[src/rtl/trn_pkg.sv]
package trn_pkg;

    localparam int unsigned TRN_RANKS = 2;

    typedef enum logic [2:0] {
        ST_IDLE  = 3'd0,
        ST_WR    = 3'd1,
        ST_RD    = 3'd2,
        ST_RWAIT = 3'd3,
        ST_FIN   = 3'd4
    } trn_state_e;

    typedef enum logic {
        OP_FILL  = 1'b0,
        OP_CHECK = 1'b1
    } trn_op_e;

    typedef struct packed {
        trn_op_e    op;
        logic [2:0] lane;
        logic       dual;
    } trn_cmd_t;

    // One byte per pattern entry; the word repeats it in every byte.
    function automatic logic [7:0] trn_pattern_byte(input int unsigned idx);
        logic [7:0] b;
        if (idx < 8)
            b = ~(8'h01 << idx[2:0]);
        else if (idx < 16)
            b = 8'h80 >> idx[2:0];
        else if (idx < 32)
            b = idx[0] ? 8'hEF : 8'h10;
        else
            b = idx[0] ? 8'hFF : 8'h00;
        return b;
    endfunction

endpackage

[src/rtl/trn_pattern_src.sv]
module trn_pattern_src #(
    parameter int unsigned WORDS  = 40,
    parameter int unsigned DATA_W = 32,
    parameter int unsigned IDX_W  = 6
) (
    input  logic [IDX_W-1:0]  idx,
    output logic [DATA_W-1:0] word
);
    import trn_pkg::*;

    localparam int unsigned BYTES = DATA_W / 8;

    logic [7:0] pat_byte;

    always_comb begin
        if (int'(idx) < int'(WORDS))
            pat_byte = trn_pattern_byte(int'(idx));
        else
            pat_byte = 8'h00;
    end

    for (genvar g = 0; g < BYTES; g++) begin : g_rep
        assign word[g*8 +: 8] = pat_byte;
    end

endmodule

[src/rtl/trn_lane_cmp.sv]
module trn_lane_cmp #(
    parameter int unsigned DATA_W = 32,
    parameter int unsigned BSEL_W = 2
) (
    input  logic [BSEL_W-1:0] byte_sel,
    input  logic [DATA_W-1:0] rdata,
    input  logic [DATA_W-1:0] expect_w,
    output logic              match
);
    localparam int unsigned BYTES = DATA_W / 8;

    logic [DATA_W-1:0] mask;

    for (genvar g = 0; g < BYTES; g++) begin : g_mask
        assign mask[g*8 +: 8] = {8{byte_sel == BSEL_W'(g)}};
    end

    assign match = ((rdata ^ expect_w) & mask) == '0;

endmodule

[src/rtl/trn_seq.sv]
module trn_seq #(
    parameter int unsigned ADDR_W = 32,
    parameter int unsigned WORDS  = 40,
    parameter int unsigned LANE_W = 3,
    parameter int unsigned IDX_W  = 6
) (
    input  logic              clk,
    input  logic              rst,
    input  logic              fill_go,
    input  logic              check_go,
    input  logic [LANE_W-1:0] lane,
    input  logic              dual_rank,
    input  logic [ADDR_W-1:0] base0,
    input  logic [ADDR_W-1:0] base1,
    input  logic              mem_rdy,
    input  logic              mem_rvalid,
    input  logic              byte_ok,
    output logic              mem_req,
    output logic              mem_we,
    output logic [ADDR_W-1:0] mem_addr,
    output logic [IDX_W-1:0]  pat_idx,
    output logic [LANE_W-2:0] byte_sel,
    output logic              busy,
    output logic              done,
    output logic              pass
);
    import trn_pkg::*;

    localparam int unsigned SLOTS = 2 * WORDS;
    localparam int unsigned CNT_W = $clog2(SLOTS);
    localparam int unsigned ALIGN = 3;

    trn_state_e        state;
    trn_op_e           op_q;
    logic [LANE_W-1:0] lane_q;
    logic              dual_q;
    logic              rank_q;
    logic [CNT_W-1:0]  cnt;
    logic              pass_q;
    logic [ADDR_W-1:0] base0_q;
    logic [ADDR_W-1:0] base1_q;

    logic [ADDR_W-1:0] rank_base;
    logic [ADDR_W-1:0] offset;
    logic              last_slot;
    logic              last_rank;

    function automatic logic [ADDR_W-1:0] align_base(input logic [ADDR_W-1:0] a);
        return {a[ADDR_W-1:ALIGN], {ALIGN{1'b0}}};
    endfunction

    assign rank_base = rank_q ? base1_q : base0_q;

    always_comb begin
        if (op_q == OP_FILL) begin
            offset    = ADDR_W'(cnt) << 2;
            pat_idx   = IDX_W'(cnt >> 1);
            last_slot = cnt == CNT_W'(SLOTS - 1);
        end else begin
            offset    = (ADDR_W'(cnt) << 3) | (lane_q[LANE_W-1] ? ADDR_W'(4) : '0);
            pat_idx   = IDX_W'(cnt);
            last_slot = cnt == CNT_W'(WORDS - 1);
        end
    end

    assign last_rank = (rank_q == dual_q);
    assign mem_addr  = rank_base + offset;
    assign mem_req   = (state == ST_WR) || (state == ST_RD);
    assign mem_we    = (state == ST_WR);
    assign busy      = (state != ST_IDLE);
    assign done      = (state == ST_FIN);
    assign pass      = pass_q;
    assign byte_sel  = lane_q[LANE_W-2:0];

    always_ff @(posedge clk) begin
        if (rst) begin
            state   <= ST_IDLE;
            op_q    <= OP_FILL;
            lane_q  <= '0;
            dual_q  <= 1'b0;
            rank_q  <= 1'b0;
            cnt     <= '0;
            pass_q  <= 1'b0;
            base0_q <= '0;
            base1_q <= '0;
        end else begin
            case (state)
                ST_IDLE: begin
                    if (fill_go || check_go) begin
                        op_q    <= fill_go ? OP_FILL : OP_CHECK;
                        state   <= fill_go ? ST_WR : ST_RD;
                        lane_q  <= lane;
                        dual_q  <= dual_rank;
                        base0_q <= align_base(base0);
                        base1_q <= align_base(base1);
                        rank_q  <= 1'b0;
                        cnt     <= '0;
                    end
                end
                ST_WR: begin
                    if (mem_rdy) begin
                        if (!last_slot) begin
                            cnt <= cnt + 1'b1;
                        end else if (!last_rank) begin
                            rank_q <= 1'b1;
                            cnt    <= '0;
                        end else begin
                            pass_q <= 1'b1;
                            state  <= ST_FIN;
                        end
                    end
                end
                ST_RD: begin
                    if (mem_rdy)
                        state <= ST_RWAIT;
                end
                ST_RWAIT: begin
                    if (mem_rvalid) begin
                        if (!byte_ok) begin
                            pass_q <= 1'b0;
                            state  <= ST_FIN;
                        end else if (!last_slot) begin
                            cnt   <= cnt + 1'b1;
                            state <= ST_RD;
                        end else if (!last_rank) begin
                            rank_q <= 1'b1;
                            cnt    <= '0;
                            state  <= ST_RD;
                        end else begin
                            pass_q <= 1'b1;
                            state  <= ST_FIN;
                        end
                    end
                end
                default: state <= ST_IDLE;
            endcase
        end
    end

endmodule

[src/rtl/trn_lane_probe.sv]
module trn_lane_probe #(
    parameter int unsigned ADDR_W = 32,
    parameter int unsigned DATA_W = 32,
    parameter int unsigned WORDS  = 40
) (
    input  logic              clk,
    input  logic              rst,
    input  logic              fill_go,
    input  logic              check_go,
    input  logic [2:0]        lane,
    input  logic              dual_rank,
    input  logic [ADDR_W-1:0] rank0_base,
    input  logic [ADDR_W-1:0] rank1_base,
    output logic              mem_req,
    output logic              mem_we,
    output logic [ADDR_W-1:0] mem_addr,
    output logic [DATA_W-1:0] mem_wdata,
    input  logic              mem_rdy,
    input  logic              mem_rvalid,
    input  logic [DATA_W-1:0] mem_rdata,
    output logic              busy,
    output logic              done,
    output logic              pass
);
    localparam int unsigned BYTES  = DATA_W / 8;
    localparam int unsigned BSEL_W = $clog2(BYTES);
    localparam int unsigned LANE_W = BSEL_W + 1;
    localparam int unsigned IDX_W  = $clog2(WORDS);

    logic [IDX_W-1:0]  pat_idx;
    logic [DATA_W-1:0] pat_word;
    logic [BSEL_W-1:0] byte_sel;
    logic              byte_ok;

    trn_seq #(
        .ADDR_W(ADDR_W), .WORDS(WORDS), .LANE_W(LANE_W), .IDX_W(IDX_W)
    ) u_seq (
        .clk(clk), .rst(rst), .fill_go(fill_go), .check_go(check_go),
        .lane(lane[LANE_W-1:0]), .dual_rank(dual_rank),
        .base0(rank0_base), .base1(rank1_base),
        .mem_rdy(mem_rdy), .mem_rvalid(mem_rvalid), .byte_ok(byte_ok),
        .mem_req(mem_req), .mem_we(mem_we), .mem_addr(mem_addr),
        .pat_idx(pat_idx), .byte_sel(byte_sel),
        .busy(busy), .done(done), .pass(pass)
    );

    trn_pattern_src #(
        .WORDS(WORDS), .DATA_W(DATA_W), .IDX_W(IDX_W)
    ) u_pat (
        .idx(pat_idx), .word(pat_word)
    );

    trn_lane_cmp #(
        .DATA_W(DATA_W), .BSEL_W(BSEL_W)
    ) u_cmp (
        .byte_sel(byte_sel), .rdata(mem_rdata), .expect_w(pat_word), .match(byte_ok)
    );

    assign mem_wdata = pat_word;

endmodule


[config.mk]
export PLATFORM = sky130hd
export DESIGN_NAME = trn_lane_probe
export DESIGN_NICKNAME = d
export VERILOG_FILES = /design/src/rtl/trn_pkg.sv /design/src/rtl/trn_pattern_src.sv /design/src/rtl/trn_lane_cmp.sv /design/src/rtl/trn_seq.sv /design/src/rtl/trn_lane_probe.sv
export SDC_FILE = /design/constraint.sdc
export NUM_CORES = 1
export LEC_CHECK = 0
export ABC_CLOCK_PERIOD_IN_PS = 6100
export BUFFER_PORTS_ARGS = -buffer_cell sky130_fd_sc_hd__buf_2
export CAP_MARGIN = 20
export CORE_MARGIN = 3
export CORE_UTILIZATION = 53
export CTS_CLUSTER_SIZE = 14
export DETAILED_ROUTE_END_ITERATION = 10
export GPL_TIMING_DRIVEN = 0
export PLACE_DENSITY = 0.93
export SETUP_SLACK_MARGIN = 0.5
export SLEW_MARGIN = 10
export SYNTH_ARGS = -nofsm -noshare
export SYNTH_HDL_FRONTEND = slang
export SYNTH_SLANG_ARGS = --single-unit
[constraint.sdc]
create_clock -name clk -period 6.1 [get_ports clk]
set_input_delay 1.22 -clock clk [delete_from_list [all_inputs] [get_ports clk]]
set_output_delay 1.22 -clock clk [all_outputs]
set_load 0.05 [all_outputs]
Word level (Yosys, flattened, before mapping)
Cells that the tools add are included.
{"block": "classes", "reduce_logical": 12, "n_shift": 2, "eq_ne": 17, "n_bitwise": 4, "magnitude_cmp": 4, "mux": 43, "addsub": 2}
{"operator": "$mux 32", "n": 2}
{"operator": "$mux 8", "n": 6}
{"operator": "$mux 7", "n": 6}
{"operator": "$add 32x32->32", "n": 1}
{"operator": "$and 32x32->32", "n": 1}
{"operator": "$logic_not 32->1", "n": 1}
{"operator": "$or 10x32->32", "n": 1}
{"operator": "$xor 32x32->32", "n": 1}
{"operator": "$mux 3", "n": 10}
{"operator": "$pmux 7 s3", "n": 1}
{"operator": "$mux 1", "n": 13}
{"operator": "$lt 6x6->1 const B", "n": 2}
{"operator": "$pmux 3 s4", "n": 1}
{"operator": "$ne 2x1->1 const B", "n": 5}
{"operator": "$not 8->8", "n": 1}
{"operator": "$shl 1x3->8 const A", "n": 1}
{"operator": "$shr 8x3->8 const A", "n": 1}
{"operator": "$add 7x1->7 const B", "n": 1}
{"operator": "$eq 7x6->1 const B", "n": 1}
{"operator": "$eq 7x7->1 const B", "n": 1}
{"operator": "$eq 3x2->1 const B", "n": 2}
{"operator": "$lt 6x4->1 const B", "n": 1}
{"operator": "$lt 6x5->1 const B", "n": 1}
{"operator": "$mux 6", "n": 1}
{"operator": "18 further kinds", "n": 22}
{"block": "totals", "input_bits": 106, "reg_bits": 75}

Longest topological paths before layout
{"block": "depth", "depth_word": 12, "mapped_depth": 17, "ltp_nobuf": 14}

Modules after synthesis
Synthesis repeated with hierarchy kept, for this count alone.
{"block": "hier_totals", "hier_cells": 652, "area_unflattened_um2": 5054.8}
{"module": "trn_seq", "seq_area_each_um2": 1501.4, "cells_each": 541, "area_each_um2": 4231.6, "n_inst": 1}
{"module": "trn_pattern_src", "seq_area_each_um2": 0.0, "cells_each": 65, "area_each_um2": 440.4, "n_inst": 1}
{"module": "trn_lane_cmp", "seq_area_each_um2": 0.0, "cells_each": 46, "area_each_um2": 382.9, "n_inst": 1}

Worst setup path after synthesis
No wires, ideal clock.
{"block": "synth_timing", "kind": "flip-flop to output port", "from": "register u_seq.rank_q", "to": "output mem_addr[24]", "slack_ns": 0.251, "arrival_time_ns": 4.629, "t_required_ns": 4.880, "n_path_buf": 3, "stages_incl_launch_ff": 17, "path_cell_list": "dfxtp_1 clkbuf_1 buf_1 clkbuf_1 mux2i_1 inv_1 ha_1 a21o_1 a21oi_1 o21ai_0 a21oi_1 o21bai_1 a21oi_1 nor3_1 and3_1 xnor2_1 o21ai_0"}
{"block": "synth_via", "elab_chain_len": 2}
{"item": "start, declared", "line": "trn_seq.sv:37", "rtl": "logic rank_q;"}
{"item": "start signal, assigned", "line": "trn_seq.sv:81", "rtl": "rank_q <= 1'b0;"}
{"item": "start signal, assigned", "line": "trn_seq.sv:96", "rtl": "rank_q <= 1'b0;"}
{"item": "start signal, assigned", "line": "trn_seq.sv:105", "rtl": "rank_q <= 1'b1;"}
{"item": "$mux 32", "line": "trn_seq.sv:52", "rtl": "assign rank_base = rank_q ? base1_q : base0_q;"}
{"item": "$add 32x32->32", "line": "trn_seq.sv:67", "rtl": "assign mem_addr = rank_base + offset;"}
{"item": "end, declared", "line": "trn_lane_probe.sv:16", "rtl": "output logic [ADDR_W-1:0] mem_addr,"}
Every way passes these cells.

Final worst setup path
{"block": "layout_timing", "from": "register u_seq.rank_q", "to": "output mem_addr[23]"}
The elaborated chain is that of the path after synthesis.

==> summary.txt <==
Critical path
  – CP bufs+invs: 5
  – Cell family with most CP delay: compound AO/OA/AOI/OAI gates
  – Crit path capture type: primary output
  – Required @ worst endpoint: 4.88 ns
  – CP Cell Sequence: buf_4, buf_6, buf_6, mux2_2, ha_1, inv_1, fa_1, nor2b_1, o21ai_0, a21boi_1, o21a_1, o21ai_1, a211oi_2, and2_4, nor2b_1, xnor2_1, clkbuf_4
  – Worst-path cell with the longest stage delay: dfxtp_2
  – Crit path largest cell delay: 0.43 ns
  – Worst-path fanout max: 10
  – WP data arrival: 4.22 ns
  – R2R setup slack: 2.18 ns
  – Crit Path Class: reg2out
  – Type of origin of the critical path: flip-flop

STA
  – Final Hold Fails: 0
  – Hold WS: 0.458 ns
  – Fmax: 184 MHz
  – TNS Setup: 0 ns
  – Final worst slack: 0.659 ns
  – RSZ-0062 raised after global routing: false
  – Worst slew margin: 0.444
  – Tightest Pin Transition: between 0.8 and 0.9 ns
  – Max-slew violations: 0
  – Layout Skew: between 0.009 and 0.01 ns
  – Final setup vio count: 0
  – Crit share post-route: 0.892
  – Fin crit period: 5.44 ns

CTS
  – Clk buf depth: 2
  – Clock transition at path regs: 0.08 ns
  – Hold buffer count at CTS: 0
  – Root Buffer: clkbuf_8
  – Worst-skew pair later-pin latency: 0.35 ns
  – CTS tree: done
  – CTS sink cnt: 75
  – Total CTS buffers: 9
  – Htree depth: 3

Status
  – Status: complete, no violations

Logic synthesis
  – Post-synth EDFFs: 0
  – Synth cell count leaders: 173 x nand2_1, 79 x a21oi_1, 75 x dfxtp_1, 37 x nor2_1, 31 x clkbuf_1
  – Synth area leader: dfxtp_1
  – Ys flop type: dfxtp_1
  – Seq/Total Area, Yosys: 0.263
  – Avg Inst Size Synth: 7.42 um^2
  – Yosys top cell area share: 0.263
  – Area contributors post-synth: dfxtp_1 26%, nand2_1 11%, a21oi_1 6.9%
  – Most common cell in the synthesized netlist: nand2_1
  – Post-synthesis register bit count: 75
  – Post-synth ARST share: 0
  – Cell area after synthesis: 5710 um^2
  – Synth Warn #: 0
  – Distinct cells, synth: roughly 90
  – Mapped Cells: 769

Cells and area
  – Multi-input logic area: ~3700 um^2
  – Layout area overhead: 22.9%
  – Layout cells sized above 1: 0.281
  – Seq. cell area: 1500 um^2
  – N_diodes: 0
  – Post-route insts no fill: 1092
  – Layout Nets: 1067
  – Filler cells: 819

Die
  – CORE AREA: 10400 um^2
  – Std-Cell Rows: 37
  – Die span in x: 110 um
  – Boundary pin count: 175
  – Die ar.: 12100 um^2
  – Starting Density: 0.548
  – Height of the die: 110 um

Placed design
  – Pre-CTS setup slack: -0.353 ns
  – Placed cells: 1072
  – Number of port buffers: 166
  – HPWL after detailed placement: roughly 13 mm
  – RD Place Congestion: 0.929

Pwr
  – Power density over the cells: 376 nW/um^2
  – Pleak: 2.93 nW
  – Total power: approximately 2.6 mW
  – Worst vdd ir: 0.339 mV

Global route
  – M2 GR Usage: 0.473
  – Gr usage total: 0.274
  – Vias in the first global route: ~5600
  – Largest net degree at the start of global routing: 14
  – Busiest grt layer: met2
  – First-pass GRT wire length: ~27 mm
  – Met1 Usage GRT: 0.338
  – Initial antenna violation count: 1
  – Grt met3 use: 0.0446
  – Global route total overflow: 0

Drt
  – Antenna viol nets, final: 0
  – Drt total wl: 17.5 mm
  – Detailed Route Iter0 Violations: 660
  – DRC: 0
  – Routed vias: 6425
  – Vias/cell: a little under 6
  – Routed len/inst: 16.0 um
  – Pre-antenna DRT Iters: 5

Min path
  – Hold crit path type: reg2reg

Job
  – Max Cap Viol: 0
## final timing paths
kind | from | endpoint | depth (start not counted)
setup / recovery | u_seq.rank_q | mem_addr[23] | 17
hold / removal | u_seq.base1_q[3] | u_seq.base1_q[3] | 2
hold reg to reg | u_seq.base1_q[3] | u_seq.base1_q[3] | 2
setup reg to reg | u_seq.op_q | u_seq.cnt[3] | 11
## final cells by class
cell class	count	share of cell area
Inverter	23	0.0123
Timing Repair Buffer	170	0.125
Clock inverter	5	0.00892
Clock buffer	11	0.0187
Multi-Input combinational cell	601	0.535
Buffer	71	0.0617
Tap cell	136	0.0243
Sequential cell	75	0.214
## sequential cells by signal, summed over array words and instances, names as in the netlist
name,count
u_seq.state,3
u_seq.dual_q,1
u_seq.base1_q,29
u_seq.op_q,1
u_seq.pass,1
u_seq.lane_q,3
u_seq.rank_q,1
u_seq.base0_q,29
u_seq.cnt,7
## through the flow
stage | area [um^2] | utilization
after floorplan | 5730 | -
after global placement | 6730 | 0.646
after detailed placement | 6730 | 0.646
after CTS | 6980 | 0.670
after global routing | 7010 | 0.673
final | 7010 | 0.673
## worst reg2reg max path, stage by stage (launching register included)
cell and delay [ns]:
dfxtp_1 0.37, buf_6 0.18, and2_1 0.21, nor3_4 0.40
a211oi_1 0.25, a2111o_1 0.46, a2111oi_0 0.50, nand4_1 0.33
o22ai_2 0.28, a21oi_2 0.18, a2bb2oi_2 0.26, a311o_1 0.39
## cells by family (layout without fill, tap and decap cells)
logic type	after synthesis	count (layout)	synth area share
buffers and inverters	94	280	0.0877
multiplexers	36	36	0.0686
flip-flops	75	75	0.263
other	1	2	0.000657
AND/OR/NAND/NOR	316	316	0.260
AO/OA/AOI/OAI	194	194	0.231
XOR/XNOR	43	43	0.0660
adder cells (fa/ha/maj)	10	10	0.0232
## layout by cell type, fill, tap and decap left out, types with 8 or more instances in the layout
cell and instances:
mux2_2 12, ha_1 9, xor2_1 20, nor2_1 37, nand2_1 173, nand3_1 17, nor3_1 18, buf_4 37
inv_1 21, buf_2 167, clkbuf_8 9, clkbuf_1 31, dfxtp_1 74, mux2i_1 20, xnor2_1 23, a21oi_1 78
o21ai_0 21, o21ai_1 8
## what timing repair did
action                                  4_1_cts  5_1_grt
endpoints found under the setup margin       23       17
buffers inserted                              3        1
gates resized for setup                      13       14
pin swaps                                     3        2
## layer usage
layer	up-vias	share of wire
li1	3045	-
met1	2901	0.39
met2	409	0.47
met3	68	0.097
met4	2	0.037
met5	-	0.00074
## power breakdown
part           leakage [nW]  internal, mW  switching (mW)
logic                  2.22         0.468            1.05
registers             0.616         0.618           0.113
clock network        0.0901         0.192           0.193
total                  2.93          1.28            1.36
No activity file was read; power rests on OpenSTA's default activity.
